## config.mk

```make
export PLATFORM = sky130hd
export DESIGN_NAME = fsync_detect
export DESIGN_NICKNAME = d
export VERILOG_FILES = /design/src/rtl/fsync_detect.sv
export SDC_FILE = /design/constraint.sdc
export NUM_CORES = 1
export LEC_CHECK = 0
export BUFFER_PORTS_ARGS = -buffer_cell sky130_fd_sc_hd__buf_2
export CAP_MARGIN = 25
export CORE_MARGIN = 1
export CORE_UTILIZATION = 30
export DETAILED_ROUTE_END_ITERATION = 10
export GPL_ROUTABILITY_DRIVEN = 0
export PLACE_DENSITY = 0.52
export SLEW_MARGIN = 20
export SYNTH_ARGS = -nofsm -noshare
export SYNTH_HDL_FRONTEND = slang
export SYNTH_SLANG_ARGS = --single-unit
```

## constraint.sdc

```tcl
create_clock -name clk -period 6 [get_ports clk]
set_clock_uncertainty 0.15 [all_clocks]
set_input_delay 0.6 -clock clk [delete_from_list [all_inputs] [get_ports clk]]
set_output_delay 0.6 -clock clk [all_outputs]
set_load 0.005 [all_outputs]
```

## src/rtl/fsync_detect.sv

```systemverilog
module fsync_detect #(
  parameter int SYNC_LEN = 24,
  parameter int SYM_W = 2,
  parameter int TOL_W = 2,
  parameter logic [SYNC_LEN*SYM_W-1:0] SYNC_WORD = 48'h2237_49F2_5B1B
) (
  input  logic             clk,
  input  logic             rst_n,
  input  logic             rx_mode,
  input  logic             invert,
  input  logic [TOL_W-1:0] tol,
  input  logic             sym_valid,
  input  logic [SYM_W-1:0] sym,
  output logic             detect
);
  localparam int WIN_W  = SYNC_LEN * SYM_W;
  localparam int FILL_W = $clog2(SYNC_LEN);
  localparam int ERR_W  = $clog2(SYNC_LEN + 1);
  localparam logic [FILL_W-1:0] FILL_MAX = FILL_W'(SYNC_LEN - 1);

  logic [WIN_W-1:0]    win, win_next;
  logic [FILL_W-1:0]   fill;
  logic [SYM_W-1:0]    sym_in;
  logic [SYNC_LEN-1:0] miss;
  logic [ERR_W-1:0]    err;
  logic                hit;

  assign sym_in   = invert ? {~sym[SYM_W-1], sym[SYM_W-2:0]} : sym;
  assign win_next = {win[WIN_W-SYM_W-1:0], sym_in};

  for (genvar i = 0; i < SYNC_LEN; i++) begin : g_cmp
    assign miss[i] = win_next[i*SYM_W +: SYM_W] != SYNC_WORD[i*SYM_W +: SYM_W];
  end

  always_comb begin
    err = '0;
    for (int i = 0; i < SYNC_LEN; i++) err = err + ERR_W'(miss[i]);
  end

  assign hit = rx_mode && sym_valid && (fill == FILL_MAX) && (err <= ERR_W'(tol));

  always_ff @(posedge clk or negedge rst_n) begin
    if (!rst_n) begin
      win    <= '0;
      fill   <= '0;
      detect <= 1'b0;
    end else begin
      detect <= hit;
      if (!rx_mode || hit) begin
        win  <= '0;
        fill <= '0;
      end else if (sym_valid) begin
        win <= win_next;
        if (fill != FILL_MAX) fill <= fill + 1'b1;
      end
    end
  end
endmodule


```

==> key figures <==
Synthesis
  • Syn_nets: 248
  • Largest family of logic cells by synthesized area: compound AO/OA/AOI/OAI gates
  • Xor-xnor portion of the synthesized cell area: 0.003210
  • Adder-cell share of the synthesized area: 0.1660
  • Post-Syn Area: 0.002729 sq mm
  • Post-synthesis mux area share: 0
  • #FFs+latches synth: 52
  • Synth Area in Compound Gates: 0.1774
  • Seq/Total Area, Yosys: 0.4768
  • Async S/R FF share, synth: 1.000
  • Simple-Gate Fraction of Synth Area: 0.1243
  • Post-synth top flop: dfrtp_1
  • Synth Instances: 213
  • Synth warnings: 0
  • Avg Cell Area, Syn: 12.81 sq um
  • Distinct cells, synth: 34
  • Post-synth EDFFs: 0

STA
  • Final period util: 0.9175
  • RSZ-0062 raised after global routing: no
  • Max Fclk: roughly 180 MHz
  • Fin. Hold Viols: 0
  • Worst-margin pin slew: 0.4538 ns
  • Setup TNS: 0 ns
  • Fin. max-slew vios: 0
  • Fin worst setup slack: 0.4948 ns
  • Slew HR: 0.6975
  • # setup viols final: 0
  • Final Critical Period: 5.505 ns

Die
  • Num rows: 34
  • Horiz. Die Dim: 97.38 microns
  • I/O Pins: 10
  • Initial Util: 0.3114
  • Core area: 0.008763 sq mm
  • Die height: ~97 microns
  • Die ar.: 0.009482 sq mm

Route
  • M1 WL: 2539 microns
  • Routed Antenna Nets: 0
  • Post-Route WL: about 4700 microns
  • Starting DRT DRC Count: about 80
  • Met2 WL: 2064 microns
  • Wire length on met3: 68 microns
  • Via count: 1626
  • DRC Markers: 0
  • DRT Pass-1 Iters: 4
  • Highest routed layer: met4
  • Routed vias/inst: 4.912
  • Drt wl/cell: 14.25 microns

Setup path
  • CP max stage cell: fa_1
  • Worst path required time: ~6 ns
  • Worst path arrival time: 5.56 ns
  • Crit path max fanout: 16
  • Critical Path Max Stage Delay: 0.54 ns
  • Critical Path Sink Type: register
  • FF-to-FF Start: win[21]
  • Crit-path cells: buf_2, xor2_1, and2_1, fa_1, fa_1, fa_1, fa_1, inv_1, fa_1, ha_1, fa_1, ha_1, nor2b_1, o21ai_1, a41oi_4, buf_4, a22o_1
  • R2R depth: 15
  • Worst R2R Setup Slack: 0.66 ns
  • WS Path Type: input port to register
  • Critical R2R Capture: win[6]
  • Startpoint types: input port
  • Most frequent CP cell: fa_1

Global route
  • Overflow after GRT: 0
  • First-pass GRT wire length: slightly above 8000 microns
  • Largest net degree at the start of global routing: 49
  • Initial antenna violation count: 0
  • Overall global routing resource usage: 0.1079
  • Vias in the first global route: 1679

Clock tree
  • # hold bufs at CTS: 0
  • Root Buffer: clkbuf_8
  • Clock sink total: 52
  • Setup bufs post-CTS: 0
  • TritonCTS clock tree: done
  • Htree depth: 2
  • Post_cts resized: 0
  • Worst-Skew Late Latency: 0.31 ns
  • Clk slew on worst S/H paths: around 0.090 ns
  • CTS Buf Count: 5
  • Max clock buf depth: 2

Place
  • Port Buf Inserts: 9
  • Dpl ws: 0.1392 ns
  • Placed wire-length estimate: 3287 microns
  • Cell count after placement: about 320

Power and ir drop
  • Static Leak: 1.424 nW
  • Power Total: 716.8 uW
  • Peak VDD IR: 0.09961 mV
  • Power Density: 239.8 mW/mm^2

Finish
  • Final cell count without fillers: between 300 and 400
  • Final net count: between 200 and 300
  • P&R area growth vs syn: 9.537%
  • Leading cell type in the layout, fill and taps excluded: dfrtp_1
  • Commonest cells after routing, fill and taps aside: dfrtp_1 (52), a22o_1 (46), inv_1 (17), fa_1 (17), nor2b_1 (13)
  • Share of layout cells above drive strength 1: 0.1300
  • # diodes: 0
  • Fillers: 870

Run
  • Max_cap viols: 0

Worst hold path
  • Hold crit path type: input port to asynchronous set/reset pin

Outcome
  • Status: finished, final reports clean
[critical path: cells and delay by family]
kind,cells,cell delay (ns)
adder cells (fa/ha/maj),8,3.54
AO/OA/AOI/OAI,3,0.58
buffers and inverters,3,0.37
AND/OR/NAND/NOR,2,0.30
XOR/XNOR,1,0.15
[power breakdown]
| part | internal, mW | switching (mW) |
|---|---|---|
| Sequential | 0.353 | 0.00280 |
| Clock | 0.0947 | 0.122 |
| Combinational | 0.0598 | 0.0847 |
[worst max path at each step]
stage               endpoint  cells past startpoint  startpoint  slack, ns
CTS                   win[6]                     17      invert       0.46
global route         win[15]                     17      invert       0.28
floorplan            win[10]                     16      invert       0.40
detailed placement    win[1]                     17      invert       0.14
global placement     win[14]                     17      invert       0.18
finish                win[6]                     17      invert       0.49
[through the flow]
step,cell area [sq um],hold WS (ns),util
after floorplan,2729,0.1544,-
after global placement,2873,0.3425,0.3278
after detailed placement,2873,0.3469,0.3278
after CTS,2969,0.05471,0.3388
after global routing,2989,0.07601,0.3411
final,2989,0.05416,0.3411
[sequential cells by signal, indices dropped and copies added, names as in the netlist]
register  flops
detect        1
fill          5
win          46
[metal layers]
metal / global-route usage / up-vias
li1: - / 776
met1: 0.1674 / 834
met2: 0.1506 / 10
met3: 0.02158 / 6
met4: 0.03054 / 0
met5: 0 / -
[synth_stat cells, types with 2 or more instances]
cell type | count | share of area
nor2_1 | 6 | 0.0083
nand3_1 | 4 | 0.0073
buf_2 | 3 | 0.0055
buf_6 | 4 | 0.017
ha_1 | 9 | 0.041
nand2b_1 | 3 | 0.0069
inv_1 | 17 | 0.023
a21oi_1 | 3 | 0.0055
nor2b_1 | 14 | 0.032
clkbuf_1 | 2 | 0.0028
and2_1 | 5 | 0.011
nand4_1 | 3 | 0.0069
a22o_1 | 46 | 0.15
nand3b_1 | 2 | 0.0055
nor3_1 | 2 | 0.0037
nand2_1 | 3 | 0.0041
nor3_4 | 2 | 0.012
fa_1 | 17 | 0.12
o21ai_1 | 2 | 0.0037
dfrtp_1 | 52 | 0.48
[cell type report]
type	instances	area, sq um	share of cell area
inverters	17	63.81	0.02135
clock inverters	2	13.76	0.004604
repair buffers	13	100.1	0.03349
clock buffers	6	82.58	0.02763
multi-input cells	133	1292	0.4324
well taps	108	135.1	0.04521
flip-flops and latches	52	1301	0.4353
[cell families after synthesis]
family          count (synthesis)
compound gates                 56
xor+xnor                        1
fa+ha+maj                      26
buf+inv                        28
flops                          52
simple gates                   50
Power figures use the tool's default switching activity.
